**src/rtl/i2c_reg_slave.sv**
```systemverilog
module i2c_reg_slave #(
  parameter logic [6:0] DEV_ADDR = 7'h24,
  parameter int FILT_LEN = 4,
  parameter int NREG     = 16,
  parameter int LED_REG  = 8,
  parameter int CFG_REG  = 7,
  parameter int DBL_BIT  = 3
)(
  input  logic            clk,
  input  logic            rst_n,
  input  logic            uvlo,
  input  logic            scl_in,
  input  logic            sda_in,
  output logic            sda_oe,
  output logic [7:0]      led_code,
  output logic            led_2x,
  output logic [NREG*8-1:0] regs_o
);
  localparam int FW = $clog2(FILT_LEN + 1);
  localparam int AW = $clog2(NREG);

  typedef enum logic [3:0] {
    S_IDLE, S_ADDR, S_AACK, S_SUB, S_SACK, S_WDAT, S_WACK, S_RDAT, S_RACK
  } st_t;

  logic [1:0]    raw_q, filt, filt_d;
  logic [FW-1:0] fcnt [2];
  wire  [1:0]    raw = {scl_in, sda_in};

  genvar gi;
  generate
    for (gi = 0; gi < 2; gi++) begin : g_filt
      always_ff @(posedge clk or negedge rst_n)
        if (!rst_n) begin
          raw_q[gi] <= 1'b1;
          filt[gi]  <= 1'b1;
          fcnt[gi]  <= '0;
        end else begin
          raw_q[gi] <= raw[gi];
          if (raw_q[gi] == filt[gi])
            fcnt[gi] <= '0;
          else if (fcnt[gi] == FW'(FILT_LEN - 1)) begin
            filt[gi] <= raw_q[gi];
            fcnt[gi] <= '0;
          end else
            fcnt[gi] <= fcnt[gi] + 1'b1;
        end
    end
  endgenerate

  always_ff @(posedge clk or negedge rst_n)
    if (!rst_n) filt_d <= 2'b11;
    else        filt_d <= filt;

  wire scl_f = filt[1], sda_f = filt[0];
  wire scl_d = filt_d[1], sda_d = filt_d[0];
  wire start_c = scl_f & scl_d & sda_d & ~sda_f;
  wire stop_c  = scl_f & scl_d & ~sda_d & sda_f;
  wire rise    = scl_f & ~scl_d;
  wire fall    = ~scl_f & scl_d;

  st_t        st;
  logic [3:0] bitc;
  logic [7:0] sh, tx, ptr;
  logic       rw, mnack;
  logic [7:0] rf [NREG];

  wire        ptr_ok  = int'(ptr) < NREG;
  wire [7:0]  rd_byte = ptr_ok ? rf[ptr[AW-1:0]] : 8'h00;

  always_ff @(posedge clk or negedge rst_n)
    if (!rst_n) begin
      st <= S_IDLE; bitc <= '0; sh <= '0; tx <= '0; ptr <= '0;
      rw <= 1'b0; mnack <= 1'b0;
      for (int i = 0; i < NREG; i++) rf[i] <= '0;
    end else if (uvlo) begin
      st <= S_IDLE; bitc <= '0; sh <= '0; tx <= '0; ptr <= '0;
      rw <= 1'b0; mnack <= 1'b0;
      for (int i = 0; i < NREG; i++) rf[i] <= '0;
    end else if (start_c) begin
      st   <= S_ADDR;
      bitc <= '0;
    end else if (stop_c) begin
      st <= S_IDLE;
    end else begin
      if (rise && bitc < 4'd8 && (st == S_ADDR || st == S_SUB || st == S_WDAT)) begin
        sh   <= {sh[6:0], sda_f};
        bitc <= bitc + 1'b1;
      end
      if (rise && st == S_RACK) mnack <= sda_f;
      if (fall)
        case (st)
          S_ADDR: if (bitc == 4'd8) begin
                    if (sh[7:1] == DEV_ADDR) begin
                      st <= S_AACK;
                      rw <= sh[0];
                    end else st <= S_IDLE;
                  end
          S_AACK: begin
                    bitc <= '0;
                    if (rw) begin st <= S_RDAT; tx <= rd_byte; end
                    else st <= S_SUB;
                  end
          S_SUB:  if (bitc == 4'd8) begin ptr <= sh; st <= S_SACK; end
          S_SACK: begin bitc <= '0; st <= S_WDAT; end
          S_WDAT: if (bitc == 4'd8) st <= S_WACK;
          S_WACK: begin
                    if (ptr_ok) rf[ptr[AW-1:0]] <= sh;
                    st <= S_IDLE;
                  end
          S_RDAT: if (bitc == 4'd7) st <= S_RACK;
                  else begin tx <= {tx[6:0], 1'b0}; bitc <= bitc + 1'b1; end
          S_RACK: if (mnack) st <= S_IDLE;
                  else begin st <= S_RDAT; tx <= rd_byte; bitc <= '0; end
          default: ;
        endcase
    end

  assign sda_oe   = (st == S_AACK) || (st == S_SACK) || (st == S_WACK) ||
                    (st == S_RDAT && !tx[7]);
  assign led_code = rf[LED_REG];
  assign led_2x   = rf[CFG_REG][DBL_BIT];

  generate
    for (gi = 0; gi < NREG; gi++) begin : g_out
      assign regs_o[gi*8 +: 8] = rf[gi];
    end
  endgenerate


  uvlo_idle_chk: assert property (@(posedge clk) disable iff (!rst_n)
    uvlo |=> (st == S_IDLE && !sda_oe && regs_o == '0));


  reg_write_window_chk: assert property (@(posedge clk) disable iff (!rst_n)
    (regs_o != $past(regs_o)) |-> ($past(st) == S_WACK || $past(uvlo)));


  addr_mismatch_chk: assert property (@(posedge clk) disable iff (!rst_n)
    (st == S_ADDR && fall && bitc == 4'd8 && sh[7:1] != DEV_ADDR && !uvlo)
      |=> !sda_oe);


  sda_after_fall_chk: assert property (@(posedge clk) disable iff (!rst_n)
    $rose(sda_oe) |-> $past(fall));


  bit_count_chk: assert property (@(posedge clk) disable iff (!rst_n)
    bitc <= 4'd8);
endmodule

```
**config.mk**
```make
export PLATFORM = sky130hd
export DESIGN_NAME = i2c_reg_slave
export DESIGN_NICKNAME = d
export VERILOG_FILES = /design/src/rtl/i2c_reg_slave.sv
export SDC_FILE = /design/constraint.sdc
export NUM_CORES = 1
export LEC_CHECK = 0
export ABC_AREA = 1
export BUFFER_PORTS_ARGS = -buffer_cell sky130_fd_sc_hd__buf_2
export CORE_MARGIN = 2
export CORE_UTILIZATION = 45
export DETAILED_ROUTE_END_ITERATION = 8
export GPL_TIMING_DRIVEN = 0
export PLACE_DENSITY = 0.62
export SYNTH_ARGS = -nofsm -noshare
export SYNTH_HDL_FRONTEND = slang
export SYNTH_SLANG_ARGS = --single-unit
```
**constraint.sdc**
```tcl
create_clock -name clk -period 2 [get_ports clk]
set_input_delay 0 -clock clk [delete_from_list [all_inputs] [get_ports clk]]
set_output_delay 0 -clock clk [all_outputs]
set_load 0.005 [all_outputs]
```
==> results of run 1 <==
[report_power, final]
group	switching, W	internal [W]
clock	0.00153	0.00191
combinational	0.000444	0.000174
sequential	0.0000740	0.00364
total	0.00205	0.00572
[placed cells by master (no fill, tap or decap), types with 15 or more instances in the layout]
cell type / synthesis / routed
o22ai_1: 22 / 17
nor2_1: 56 / 50
o21ai_1: 0 / 36
nand3_2: 3 / 20
inv_1: 92 / 90
clkbuf_16: 0 / 19
buf_6: 3 / 15
nand3_1: 133 / 110
o21ai_0: 147 / 106
dfrtp_1: 168 / 166
a21oi_1: 21 / 19
buf_2: 24 / 150
a22oi_1: 27 / 26
buf_4: 9 / 23
nand2_1: 280 / 277
[cells by family after synthesis]
| group | Yosys count | share of synthesized area, % |
|---|---|---|
| AND/OR/NAND/NOR | 500 | 25.9 |
| buffers and inverters | 166 | 8.44 |
| XOR/XNOR | 3 | 0.306 |
| flip-flops | 174 | 50.7 |
| multiplexers | 2 | 0.247 |
| adder cells (fa/ha/maj) | 4 | 0.582 |
| AO/OA/AOI/OAI | 218 | 13.8 |
[worst max-delay path by stage]
stage | start | to | depth (start not counted)
global route | filt_d[1] | regs_o[31] | 10
finish | filt_d[1] | regs_o[31] | 10
floorplan | filt_d[1] | regs_o[5] | 9
detailed placement | filt_d[1] | regs_o[111] | 8
global placement | rst_n | fcnt[1] | 1
CTS | st[0] | regs_o[101] | 11
[worst register-to-register path: stages, from the launching register on]
cell and delay (ns):
dfstp_2 0.54, inv_2 0.05, nor2_4 0.16, inv_2 0.09
nor3_4 0.22, buf_12 0.18, clkbuf_16 0.19, nand3_4 0.13
buf_6 0.18, nand3_2 0.05, o21ai_1 0.07
[cell type report]
type                       count  area [um2]
fill                        1760        7880
sequential                   174        4360
multi-input combinational    727        3780
timing repair buffer         163         971
buffer                        72         475
clock buffer                  20         447
inverter                      93         349
tap                          234         293
clock inverter                12         148
[metrics by stage]
| stage | total power, W | setup WS, ns | std cells | cell area, um2 |
|---|---|---|---|---|
| after global routing | 0.00802 | -0.0793 | 1495 | 10800 |
| after CTS | 0.00776 | 0.00957 | 1479 | 10300 |
| after global placement | 0.00433 | -1.90 | 1443 | 9610 |
| after floorplan | 0.00412 | 0.208 | 1067 | 8600 |
| after detailed placement | 0.00436 | -0.340 | 1444 | 9640 |
| final | 0.00777 | 0.0159 | 1495 | 10800 |
[sequential cells by signal, indices dropped and copies added (netlist names)]
register / flops
bitc: 4
fcnt: 6
filt_d: 2
led_2x: 1
led_code: 8
mnack: 1
ptr: 8
raw_q: 2
regs_o: 119
rw: 1
scl_f: 1
sda_f: 1
sh: 8
st: 4
tx: 8
[layer usage]
metal | track usage [%] | share of wire (%) | up-vias
li1 | - | - | 3898
met1 | 42.5 | 45 | 3978
met2 | 43.4 | 45 | 370
met3 | 5.28 | 7.8 | 43
met4 | 9.47 | 2.7 | 0
met5 | 0 | 0 | -
[timing repair]
item	CTS	global route
hold buffers	3	0
resized for setup	21	155
hold endpoints to repair	61	0
endpoints found under the setup margin	136	137
buffers inserted	1	6
gates cloned	0	10
pin swaps	1	4
==> impl_metrics.json, run 1 <==
{
  "outcome": "finished clean",
  "finalCritPeriodShare_pct": 99.2,
  "die_h_um": 142,
  "endpoint_kind": "flop",
  "cts.clk_slew.worst_paths_ns": 0.07,
  "fp.coreArea_um2": 18700,
  "worst_clock_skew_ns": 0.00923,
  "drv_cap": 0,
  "drc": 0,
  "finalWeightedCongestion": 0.923,
  "yosysMostFrequentCell": "nand2_1",
  "drive_gt1_share_pct": 24.6,
  "worst_path_most_repeated_cell": "inv_2",
  "r2r-start": "filt_d[1]",
  "wl_per_cell_um": 19.8,
  "via_per_inst": 5.54,
  "drt-initial-drc-count": 709,
  "ys_types": 32,
  "yosysTopAreaCellShare_pct": 48.9,
  "syn_nets": 1076,
  "p_per_area_nw_per_um2": 718,
  "cp.required_ns": 2.29,
  "yosys.area.top_type": "dfrtp_1",
  "ys_seq_area_share_pct": 50.7,
  "rows": 50,
  "setup_viol": 0,
  "grt_pass1_vias": 7557,
  "worstMarginPinSlew_ns": 0.892,
  "netlist_area_um2": 8600,
  "critical_path_class": "reg2reg",
  "slew_violations": 0,
  "relSlewSlack_pct": 40.5,
  "die_w_um": 142,
  "ys_ff_latch": 174,
  "nets": 1257,
  "die-area_um2": 20200,
  "fmax_mhz": 504,
  "setup_tns_ns": 0,
  "dpl.hpwl_um": 20300,
  "finalWirelength_um": 29600,
  "cp_slowest_cell": "dfstp_2",
  "peakVddDrop_v": 0.000575,
  "synth_async_sr_flop_share_pct": 100,
  "ant_nets": 0,
  "start_util_pct": 46.0,
  "syn_avg_cell_area_um2": 8.06,
  "crit_path_max_incr_delay_ns": 0.54,
  "hp-class": "in2async",
  "synth_common_cells": "nand2_1 (280), dfrtp_1 (168), o21ai_0 (147), nand3_1 (133), inv_1 (92)",
  "synth-edff-count": 0,
  "worst_setup_path_start_kind": "flop",
  "grt_overflow": 0,
  "cts.path.max_buffers": 2,
  "cts.sinks": 174,
  "ys_warn_count": 0,
  "p_leak_nw": 5.42,
  "rsz0062_at_grt": "yes",
  "hold_viol_final": 0,
  "timing.hold.ws_ns": 0.0908,
  "cts-root-buf": "clkbuf_16",
  "synth_area_leaders": "dfrtp_1 (49%), nand2_1 (12%), o21ai_0 (8.6%), nand3_1 (7.7%), inv_1 (4.0%)",
  "cp_cell_sequence": "inv_2 > nor2_4 > inv_2 > nor3_4 > buf_12 > clkbuf_16 > nand3_4 > buf_6 > nand3_2 > o21ai_1",
  "synthToLayoutAreaGrowth_pct": 25.9,
  "portBuffers": 142,
  "min_period_ns": 1.98,
  "reg2reg_to": "regs_o[31]",
  "path_buf_inv": 5,
  "antenna_found_initial": 0,
  "final_util_pct": 57.9,
  "clk_latency_ns": 0.43,
  "worstRegToRegCells": 10,
  "num_vias": 8289,
  "antenna_cells": 0,
  "cts_tree": "built",
  "worstPathArrival_ns": 2.27,
  "cts-buffers-inserted": 17,
  "h-tree-depth": 4,
  "firstDrtPassIters": 5,
  "grt_usage_pct": 28.9,
  "critical_path.max_fanout": 8,
  "r2r_slack_ns": 0.02,
  "grt_pass1_wl_um": 43900,
  "pin_count": 143,
  "synth_ff_type": "dfrtp_1",
  "critPathTopFamily": "buffers and inverters",
  "grt_max_degree": 116,
  "synthCells": 1067
}
(Power assumes the default switching activity.)
==> run 2, diff against run 1 <==
CELL_PAD_IN_SITES_DETAIL_PLACEMENT = 1   (was unset)
CELL_PAD_IN_SITES_GLOBAL_PLACEMENT = 2   (was unset)
CORE_UTILIZATION = 33   (was 45)
PLACE_DENSITY = 0.76   (was 0.62)
==> run 2 against run 1 <==
  * The run now ends with negative setup slack left
  * Largest power group unchanged
  * Final cell count is 7.6% higher
  * Largest cell class unchanged
  * Die area grew 35%
  * Clock skew rose by 0.010 ns
  * Sequential power hardly changed
==> impl_metrics.json, run 2 (synthesis gave the netlist of run 1 again) <==
{
  "outcome": "complete, but fails checks",
  "violations": "negative setup slack",
  "rsz0062_at_grt": "yes",
  "min_period_ns": 2.08,
  "p_leak_nw": 5.53,
  "pin_count": 143,
  "cts_tree": "built",
  "grt_pass1_wl_um": 51800,
  "p_per_area_nw_per_um2": 706,
  "place_inst": 1545,
  "cp_slowest_cell": "dfstp_2",
  "fin_area_um2": 11200,
  "drc": 0,
  "fp.coreArea_um2": 25800,
  "antenna_cells": 0,
  "cp.required_ns": 2.28,
  "worstPathArrival_ns": 2.36,
  "final-seq-area_um2": 4360,
  "worst_clock_skew_ns": 0.0193,
  "grt_overflow": 0,
  "setup_viol": 8,
  "cts.path.max_buffers": 2,
  "firstDrtPassIters": 5,
  "wl_per_cell_um": 21.6,
  "grt_max_degree": 108,
  "die_h_um": 165,
  "r2r_slack_ns": -0.08,
  "die_w_um": 165,
  "cp_cell_sequence": "inv_2 > nor2_4 > inv_2 > nor3_4 > buf_12 > buf_12 > buf_12 > nand3_2 > buf_6 > nand3_1 > o21ai_0",
  "cts.sinks": 174,
  "clk_latency_ns": 0.44,
  "final_cell_count_no_fill": 1608,
  "cts-buffers-inserted": 17,
  "antenna_found_initial": 0,
  "portBuffers": 142,
  "dpl.hpwl_um": 24300,
  "grt_usage_pct": 25.7,
  "start_util_pct": 33.3,
  "drv_cap": 0,
  "grt_pass1_vias": 8496,
  "die-area_um2": 27400,
  "r2r-start": "filt_d[1]",
  "drive_gt1_share_pct": 27.6,
  "worst_slack_ns": -0.0812,
  "hold_viol_final": 0,
  "critical_path.max_fanout": 10,
  "worstRegToRegCells": 11,
  "fillers": 3125,
  "finalWirelength_um": 34700,
  "finalWeightedCongestion": 0.822,
  "worst_path_most_repeated_cell": "buf_12",
  "slew_violations": 0,
  "peakVddDrop_v": 0.000481,
  "via_per_inst": 5.24,
  "finalCritPeriodShare_pct": 104,
  "ant_nets": 0,
  "hp-class": "in2async",
  "worst_setup_path_start_kind": "flop",
  "relSlewSlack_pct": 42.8,
  "rows": 59,
  "endpoint_kind": "flop",
  "placed_cell_area_um2": 9770,
  "drt-initial-drc-count": 552,
  "reg2reg_to": "regs_o[63]",
  "critical_path_class": "reg2reg",
  "mostFrequentLayoutCell": "nand2_1",
  "largest_register_ffs": 119,
  "worstMarginPinSlew_ns": 0.858,
  "h-tree-depth": 4,
  "synthToLayoutAreaGrowth_pct": 30.3,
  "layout_common_cells": "nand2_1 (273), dfrtp_1 (166), buf_2 (148)",
  "nets": 1269,
  "cts-root-buf": "clkbuf_16",
  "num_vias": 8422,
  "crit_path_max_incr_delay_ns": 0.54,
  "multiInputGateArea_um2": 3890,
  "fmax_mhz": 480,
  "final_util_pct": 43.4,
  "cts.clk_slew.worst_paths_ns": 0.08
}
==> run 2: how the worst max path moves through the flow <==
stage	from	to	slack, ns	depth (start not counted)
3_3_place_gp	rst_n	fcnt[2]	-2.09	1
6_report	filt_d[1]	regs_o[63]	-0.08	11
4_1_cts	ptr[0]	tx[2]	-0.006	12
2_1_floorplan	filt_d[1]	regs_o[5]	0.21	9
5_1_grt	filt_d[1]	regs_o[63]	-0.14	11
3_5_place_dp	uvlo	regs_o[63]	-0.41	7
==> run 2: layout make-up <==
| type | count | area share, % |
|---|---|---|
| inverter | 93 | 3.11 |
| tap | 335 | 3.74 |
| sequential | 174 | 38.9 |
| timing repair buffer | 175 | 9.84 |
| clock buffer | 18 | 3.92 |
| multi-input combinational | 728 | 34.7 |
| buffer | 71 | 4.23 |
| clock inverter | 14 | 1.53 |
==> run 2: per-layer routing <==
layer / GRT usage [%] / vias up / share of wire [%]
met5: 0 / - / 0
met4: 5.21 / 0 / 1.3
met3: 3.72 / 30 / 4.3
met2: 41.3 / 240 / 47
met1: 36.8 / 4224 / 47
li1: - / 3928 / -
==> run 2: power by group <==
group	leakage, nW	total [W]	switching, W	internal (W)
Clock	0.298	0.00352	0.00170	0.00183
Combinational	2.83	0.000681	0.000477	0.000204
Sequential	2.40	0.00371	0.0000732	0.00364
==> run 2: timing repair <==
action | in CTS | in global routing
cloned | 4 | 6
hold buffers | 3 | 0
hold endpoints to repair | 69 | 0
buffers inserted | 7 | 13
resized for setup | 37 | 176
pin swaps | 2 | 6
setup endpoints to repair | 146 | 148
==> run 2: per-stage QoR <==
stage / hold slack, ns / setup WS [ns] / setup TNS (ns) / power (W)
after floorplan: -0.296 / 0.208 / 0 / 0.00412
after global placement: 0.104 / -2.09 / -376.37 / 0.00435
after detailed placement: -0.00372 / -0.414 / -29.51 / 0.00438
after CTS: 0.109 / -0.00594 / -0.00594 / 0.00792
after global routing: 0.151 / -0.143 / -3.65 / 0.00817
final: 0.105 / -0.0812 / -0.150 / 0.00791
==> run 2: critical path: cells and delay by family (launching register included) <==
family          cells  cell delay [ns]
flops               1             0.54
compound gates      1             0.14
buf+inv             6             0.70
simple gates        4             0.54
